File: config.mk
export PLATFORM = sky130hd
export DESIGN_NAME = stat_wprot
export DESIGN_NICKNAME = d
export VERILOG_FILES = /design/src/rtl/stat_wprot_pkg.sv /design/src/rtl/stat_wprot_regs.sv /design/src/rtl/stat_wprot_decode.sv /design/src/rtl/stat_wprot.sv
export SDC_FILE = /design/constraint.sdc
export NUM_CORES = 1
export LEC_CHECK = 0
export CAP_MARGIN = 20
export CORE_UTILIZATION = 25
export DETAILED_ROUTE_END_ITERATION = 8
export PLACE_DENSITY = 0.74
export SLEW_MARGIN = 20
export SYNTH_ARGS = -nofsm -noshare
export SYNTH_HDL_FRONTEND = slang
export SYNTH_SLANG_ARGS = --single-unit
File: constraint.sdc
create_clock -name clk -period 1.2 [get_ports clk]
set_input_delay 0.18 -clock clk [delete_from_list [all_inputs] [get_ports clk]]
set_output_delay 0.18 -clock clk [all_outputs]
set_load 0.02 [all_outputs]
File: src/rtl/stat_wprot_pkg.sv
package stat_wprot_pkg;

   // persistent part of the status byte (survives soft reset)
   typedef struct packed {
      logic       lock_en;   // status bit 7
      logic [2:0] spare;     // status bits 6..4
      logic [1:0] region;    // status bits 3..2
   } nv_bits_t;

   localparam int unsigned SR_W = 8;

   typedef enum logic [1:0] {
      REG_NONE    = 2'b00,
      REG_QUARTER = 2'b01,
      REG_HALF    = 2'b10,
      REG_ALL     = 2'b11
   } region_e;

   function automatic logic [SR_W-1:0] pack_status(nv_bits_t nv, logic wel);
      return {nv.lock_en, nv.spare, nv.region, wel, 1'b0};
   endfunction

   function automatic nv_bits_t unpack_load(logic [SR_W-1:0] d);
      nv_bits_t n;
      n.lock_en = d[7];
      n.spare   = d[6:4];
      n.region  = d[3:2];
      return n;
   endfunction

endpackage

File: src/rtl/stat_wprot_regs.sv
module stat_wprot_regs
   import stat_wprot_pkg::*;
#(
   parameter bit KEEP_SPARE = 1'b1
) (
   input  logic             clk,
   input  logic             por_n,
   input  logic             soft_rst,
   input  logic             wel_set,
   input  logic             wel_clr,
   input  logic             sr_wr,
   input  logic [SR_W-1:0]  sr_wdata,
   input  logic             wr_done,
   input  logic             sr_ok,
   output nv_bits_t         nv_q,
   output logic             wel_q
);

   nv_bits_t load_v;
   logic     take_load;

   assign take_load = sr_wr && sr_ok && !soft_rst;

   always_comb begin
      load_v = unpack_load(sr_wdata);
   end

   // lock and region bits
   always_ff @(posedge clk or negedge por_n) begin
      if (!por_n) begin
         nv_q.lock_en <= 1'b0;
         nv_q.region  <= 2'b00;
      end else if (take_load) begin
         nv_q.lock_en <= load_v.lock_en;
         nv_q.region  <= load_v.region;
      end
   end

   // spare bits: stored or tied off
   generate
      if (KEEP_SPARE) begin : g_spare_kept
         always_ff @(posedge clk or negedge por_n) begin
            if (!por_n)         nv_q.spare <= 3'b000;
            else if (take_load) nv_q.spare <= load_v.spare;
         end
      end else begin : g_spare_zero
         assign nv_q.spare = 3'b000;
      end
   endgenerate

   // volatile write-enable flag: every clear source wins over arm
   always_ff @(posedge clk or negedge por_n) begin
      if (!por_n)                                     wel_q <= 1'b0;
      else if (soft_rst || wel_clr || sr_wr || wr_done) wel_q <= 1'b0;
      else if (wel_set)                               wel_q <= 1'b1;
   end

   p_arm_r2: assert property (@(posedge clk) disable iff (!por_n)
      (wel_set && !wel_clr && !sr_wr && !wr_done && !soft_rst) |=> wel_q);
   p_disarm_r2: assert property (@(posedge clk) disable iff (!por_n)
      wel_clr |=> !wel_q);
   p_load_drops_wel_r3: assert property (@(posedge clk) disable iff (!por_n)
      sr_wr |=> !wel_q);
   p_done_drops_wel_r4: assert property (@(posedge clk) disable iff (!por_n)
      wr_done |=> !wel_q);
   p_denied_keeps_r8: assert property (@(posedge clk) disable iff (!por_n)
      (sr_wr && !sr_ok) |=> $stable(nv_q));
   p_soft_keeps_r9: assert property (@(posedge clk) disable iff (!por_n)
      soft_rst |=> ($stable(nv_q) && !wel_q));

endmodule

File: src/rtl/stat_wprot_decode.sv
module stat_wprot_decode
   import stat_wprot_pkg::*;
#(
   parameter int unsigned ADDR_W = 14
) (
   input  logic              clk,
   input  logic              por_n,
   input  nv_bits_t          nv,
   input  logic              wel,
   input  logic              wp_n,
   input  logic [ADDR_W-1:0] addr,
   output logic              mem_ok,
   output logic              sr_ok
);

   localparam int unsigned TOP = ADDR_W - 1;

   logic [1:0] top2;
   logic       in_region;
   region_e    code;

   assign top2 = addr[TOP -: 2];
   assign code = region_e'(nv.region);

   always_comb begin
      unique case (code)
         REG_NONE:    in_region = 1'b0;
         REG_QUARTER: in_region = (top2 == 2'b11);
         REG_HALF:    in_region = top2[1];
         default:     in_region = 1'b1;
      endcase
   end

   assign mem_ok = wel && !in_region;
   assign sr_ok  = wel && !(nv.lock_en && !wp_n);

   p_no_flag_r5: assert property (@(posedge clk) disable iff (!por_n)
      !wel |-> (!mem_ok && !sr_ok));
   p_all_locked_r6: assert property (@(posedge clk) disable iff (!por_n)
      (nv.region == 2'b11) |-> !mem_ok);
   p_half_locked_r6: assert property (@(posedge clk) disable iff (!por_n)
      (nv.region[1] && addr[TOP]) |-> !mem_ok);
   p_pin_lock_r7: assert property (@(posedge clk) disable iff (!por_n)
      (nv.lock_en && !wp_n) |-> !sr_ok);
   p_pin_free_r7: assert property (@(posedge clk) disable iff (!por_n)
      (wel && !nv.lock_en) |-> sr_ok);

endmodule

File: src/rtl/stat_wprot.sv
module stat_wprot
   import stat_wprot_pkg::*;
#(
   parameter int unsigned ADDR_W     = 14,
   parameter bit          KEEP_SPARE = 1'b1
) (
   input  logic              clk,
   input  logic              por_n,
   input  logic              soft_rst,
   input  logic              wel_set,
   input  logic              wel_clr,
   input  logic              sr_wr,
   input  logic [7:0]        sr_wdata,
   input  logic              wr_done,
   input  logic              wp_n,
   input  logic [ADDR_W-1:0] mem_addr,
   output logic              mem_wr_ok,
   output logic              sr_wr_ok,
   output logic [7:0]        sr_rdata
);

   generate
      if (ADDR_W < 2) begin : g_bad_width
         $error("stat_wprot: ADDR_W must be at least 2");
      end
   endgenerate

   nv_bits_t nv;
   logic     wel;

   stat_wprot_regs #(.KEEP_SPARE(KEEP_SPARE)) u_regs (
      .clk      (clk),
      .por_n    (por_n),
      .soft_rst (soft_rst),
      .wel_set  (wel_set),
      .wel_clr  (wel_clr),
      .sr_wr    (sr_wr),
      .sr_wdata (sr_wdata),
      .wr_done  (wr_done),
      .sr_ok    (sr_wr_ok),
      .nv_q     (nv),
      .wel_q    (wel)
   );

   stat_wprot_decode #(.ADDR_W(ADDR_W)) u_dec (
      .clk    (clk),
      .por_n  (por_n),
      .nv     (nv),
      .wel    (wel),
      .wp_n   (wp_n),
      .addr   (mem_addr),
      .mem_ok (mem_wr_ok),
      .sr_ok  (sr_wr_ok)
   );

   assign sr_rdata = pack_status(nv, wel);

   p_bit0_low_r10: assert property (@(posedge clk) disable iff (!por_n)
      $rose(sr_wr) |=> !sr_rdata[0]);
   p_por_clear_r1: assert property (@(posedge clk)
      !por_n |-> (sr_rdata == 8'h00 && !mem_wr_ok && !sr_wr_ok));

endmodule

* After elaboration in Yosys (flattened, before gate mapping)
Cells that the tools add are included.
** Storage, ports and cells
- Bits in registers :: 7
- Input port bits :: 30
- Output and inout bits :: 10
- Logic and storage cells :: 24
** Operators by class
- Eq/ne operators :: 3
- Multiplexer cells :: 3
- Reduce and logical (&&, ||, !) cells :: 14
** Operator list (number)
- $logic_and A1 B1 Y1 :: 5
- $eq A2 B2 Y1 const B :: 2
- $logic_not A1 Y1 :: 4
- $logic_or A1 B1 Y1 :: 3
- $pmux W1 S3 :: 1
- $eq A2 B1 Y1 const B :: 1
- $logic_not A2 Y1 :: 1
- $mux W1 :: 2
- $reduce_bool A2 Y1 :: 1

* Longest topological paths before layout
- Depth after elaboration :: 6
- Mapped depth :: 3
- Gate-level depth less buffers :: 3

* Hierarchy
From an unflattened synthesis, not the netlist that was laid out.
** Unflattened totals
- Cell total of the unflattened synthesis :: 24
- Area total of the unflattened synthesis :: 322.8 µm²
** Modules (own cells, without submodules)
- stat_wprot_regs :: times used 1, cells each 16, area an instance 276.5 µm²
- stat_wprot_decode :: times used 1, cells each 5, area an instance 27.5 µm²
- stat_wprot :: times used 1, cells each 3, area an instance 18.8 µm²

* Worst setup path before layout
Ideal clock, no wire load.
- Kind :: register to register
- Start :: register u_regs.nv_q[5] (netlist bit)
- End :: register u_regs.nv_q[0] (netlist bit)
- Library setup time :: 125 ps
- Arrival :: 1011 ps
- Path slack :: 64 ps
- Cell stages (with the launch flop) :: 4
- Path buffers :: 0
- Cell sequence :: dfrtp_1 nand2b_2 nand4b_4 mux2_2
** On the way
- Cells in the longest elaborated chain, start to end :: 5
** RTL lines
- start, declared :: RTL line stat_wprot_regs.sv:15 : output nv_bits_t nv_q,
- $logic_and A1 B1 Y1 :: RTL line stat_wprot_decode.sv:35 : assign sr_ok = wel && !(nv.lock_en && !wp_n);
- $logic_not A1 Y1 :: RTL line stat_wprot_decode.sv:35
- $logic_and A1 B1 Y1 :: RTL line stat_wprot_decode.sv:35
- $logic_and A1 B1 Y1 (2 in a row) :: RTL line stat_wprot_regs.sv:22 : assign take_load = sr_wr && sr_ok && !soft_rst;
Every way passes these cells.
A chain may end at the register's enable or synchronous reset.

* Worst setup path in the final report
- Start :: input port mem_addr[12]
- End :: output port mem_wr_ok
** On the way
- Cells in the longest elaborated chain, start to end :: 4
** RTL lines
- start, declared :: RTL line stat_wprot.sv:16 : input logic [ADDR_W-1:0] mem_addr,
- $eq A2 B2 Y1 :: RTL line stat_wprot_decode.sv:28 : REG_QUARTER: in_region = (top2 == 2'b11);
- $pmux W1 S3 :: RTL line stat_wprot_decode.sv:26 : unique case (code)
- $logic_not A1 Y1 :: RTL line stat_wprot_decode.sv:34 : assign mem_ok = wel && !in_region;
- $logic_and A1 B1 Y1 :: RTL line stat_wprot_decode.sv:34
- end, declared :: RTL line stat_wprot.sv:17 : output logic mem_wr_ok,
Every way passes these cells.

==> results.toml <==
[outcome]
outcome = "finished with violations"
violations = "setup timing"

[power_and_ir_drop]
p_seq_share_pct = 40.2
power_uw = 699.9
p_sw_share_pct = 27.28
cell_internal_pwr_uw = 508.9
p_comb_share_pct = 28.8
netSwitchingPower_uw = 191.0
ir_worst_vdd_mv = 0.5386
powerDensity_nw_per_um2 = 1099
clock_power_share_pct = 31.0
leakagePower_uw = 0.0003464

[cts]
cts_setup_buffers = 0
cts_hold_buf = 0
insertion_delay_ns = 0.25
clock-sinks = 7
tritoncts = "done"
clk_pin_slew_ns = 0.06
htree_levels = 1
cts_root_buffer = "clkbuf_4"
cts_buffers = 3
clockBufferDepth = 2

[worst_setup_path]
cp-end-kind = "output pin"
crit_fanout = 1
crit_chain = "clkdlybuf4s50_1 -> nand3_1 -> and3_2 -> buf_6"
cp_top_family = "buffers and inverters"
reg2reg_depth = 4
arrival_ns = 1.05
crit_buf_inv = 2
slowest_stage = "clkdlybuf4s50_1"
cp-start-kind = "primary input"
cp_slowest_stage_delay_ns = 0.46
cp.required_ns = 1.02
critical_path_class = "in2out"
cp.depth = 4

[sta]
skew_ns = 0.004725
slew_viol_final = 0
fmax_mhz = 809.8
setup_viol = 1
min_period_ns = 1.235
rsz0062_at_grt = "true"
layout_setup_ws_ns = -0.03481
hold_viol = 0
fin_hold_ws_ns = 0.1816
finalCritPeriodShare_pct = 102.9

[global_routing]
grt_overflow = 0
grt_max_degree = 8
grt_pass1_wl_mm = 1.200
grt_pass1_vias = 296
grtUsageTotal_pct = 12.52
grt_antenna_before_repair = 0

[min_path]
hold_path_class = "in2async"

[route]
ant_nets = 0
vias = 302
wl_per_cell_um = 12.07
wl_um = 833
drtIter0Drc = 1
drt_pass1_iterations = 2
drc_errors = 0
via_per_inst = 4.377

[floorplanning]
io_pins = 40
initial_core_util_pct = 28.42
die-area_um2 = 1481
rows = 12
die_x_um = 38.49
core_area_um2 = 1171
fp.dieH_um = 38.49

[synth]
synth_xor_xnor_area_share_pct = 0
ys_warn_count = 0
ys_seq_area_share_pct = 52.63
syn_avg_cell_area_um2 = 13.87
synthSimpleGateAreaFrac_pct = 17.67
syn_nets = 54
synth_area_um2 = 332.8
synth-compound-area-share_pct = 3.759
synthAdderAreaFrac_pct = 0
ys_ff_latch = 7
synth.area.top_cells = "dfrtp_1 (53%), mux2_2 (20%), nand4b_4 (7.1%), buf_4 (4.5%), nand2b_2 (2.6%)"
netlist.area_leader.share_pct = 52.63
ys_types = 12
synth_mux_area_share_pct = 20.30
synth_top_family_by_area = "multiplexers"
netlist_instances = 24
synth_area_leader_cell = "dfrtp_1"

[placed_design]
gp_congestion = 0.5918
numPortBuffers = 24
dpl_worst_slack_ns = -0.4801
dp.final_hpwl_um = 615.5

[final_layout]
n_antenna_cell = 0
area.growth.synth_to_final_pct = 91.35
layout-drive-gt1-share_pct = 43.64
layout.nets = 86

[job]
cap_violations = 0
cells in the final DEF (no fill, tap or decap):
cell type,Yosys,final
clkdlybuf4s50_1,0,13
dfrtp_1,7,7
mux2_2,6,5
dlygate4sd2_1,0,4
buf_6,0,4
buf_2,0,4
clkbuf_4,0,3
buf_4,2,3
o21ai_1,0,1
nand3_1,1,1
and3_2,1,1
nand2b_4,0,1
and2_4,0,1
nand4b_4,1,1
mux2_4,0,1
nor4_1,1,1
o21a_1,1,1
conb_1,1,1
clkbuf_1,0,1
dlymetal6s2s_1,0,1
area by class of cell:
type	count	area (um^2)
clock buffers	4	26.28
fillers	126	534.3
multi-input cells	15	152.6
flip-flops and latches	7	175.2
well taps	14	17.52
repair buffers	29	265.3
power by group through the flow:
stage | registers, uW | clock network (uW) | logic, uW
finish | 281 | 217 | 202
global route | 285 | 232 | 214
CTS | 281 | 223 | 206
detailed placement | 283 | 0 | 220
global placement | 283 | 0 | 218
floorplan | 320 | 0 | 42.1
worst paths after layout:
check	startpoint	endpoint	slack, ns
worst max-delay path	mem_addr[12]	mem_wr_ok	-0.03
worst min-delay path	por_n	u_regs.nv_q[2]$_DFFE_PN0P_	0.18
worst max register to register	u_regs.nv_q[5]$_DFFE_PN0P_	u_regs.nv_q[1]$_DFFE_PN0P_	0.01
worst min register to register	u_regs.nv_q[3]$_DFFE_PN0P_	u_regs.nv_q[3]$_DFFE_PN0P_	0.50
max in group asynchronous	por_n	u_regs.nv_q[0]$_DFFE_PN0P_	0.78
min in group clk	u_regs.nv_q[3]$_DFFE_PN0P_	u_regs.nv_q[3]$_DFFE_PN0P_	0.50
worst register-to-register path, delay by kind of cell (launching register included):
kind	cells	cell delay (ns)
AND/OR/NAND/NOR	2	0.23
buffers and inverters	1	0.10
multiplexers	1	0.34
flip-flops	1	0.40
cell families (layout without fill, tap and decap cells):
logic type,count (synthesis),in the layout
buffers and inverters,2,33
muxes,6,6
and+or+nand+nor,6,6
AOI/OAI and AO/OA,2,2
other,1,1
DFF,7,7
sequential cells by signal (all words and copies together), names as in the netlist:
| signal | flops |
|---|---|
| u_regs.wel_q | 1 |
| u_regs.nv_q | 6 |
cells in the mapped netlist:
| cell type | count |
|---|---|
| dfrtp_1 | 7 |
| and3_2 | 1 |
| nand3_1 | 1 |
| buf_4 | 2 |
| mux2_2 | 6 |
| o21ai_0 | 1 |
| nand2b_2 | 1 |
| o21a_1 | 1 |
| nor4_1 | 1 |
| conb_1 | 1 |
| and2_2 | 1 |
| nand4b_4 | 1 |
metal layers:
| layer | vias to the layer above | track usage [%] | share of wire, % | wire length [um] |
|---|---|---|---|---|
| met4 | 0 | 10.34 | 2.5 | 21 |
| met1 | 130 | 16.36 | 45 | 378 |
| met5 | - | 0 | 0 | 0 |
| met2 | 24 | 16.67 | 39 | 329 |
| met3 | 2 | 3.488 | 12 | 103 |
| li1 | 146 | - | - | - |
per-stage QoR:
step                util (%)  instances  cell area (um^2)  setup TNS [ns]
floorplan                  -         24             332.8               0
global placement       52.99         66             620.6          -2.602
detailed placement     52.99         66             620.6          -2.651
CTS                    54.38         69             636.9        -0.08216
global route           54.38         69             636.9         -0.1126
finish                 54.38         69             636.9        -0.03481
timing repair:
| item | CTS | global route |
|---|---|---|
| endpoints found under the setup margin | 15 | 6 |
| gates cloned | 0 | 0 |
| resized for setup | 35 | 4 |
| pin swaps | 1 | 2 |
(Power assumes the default switching activity.)
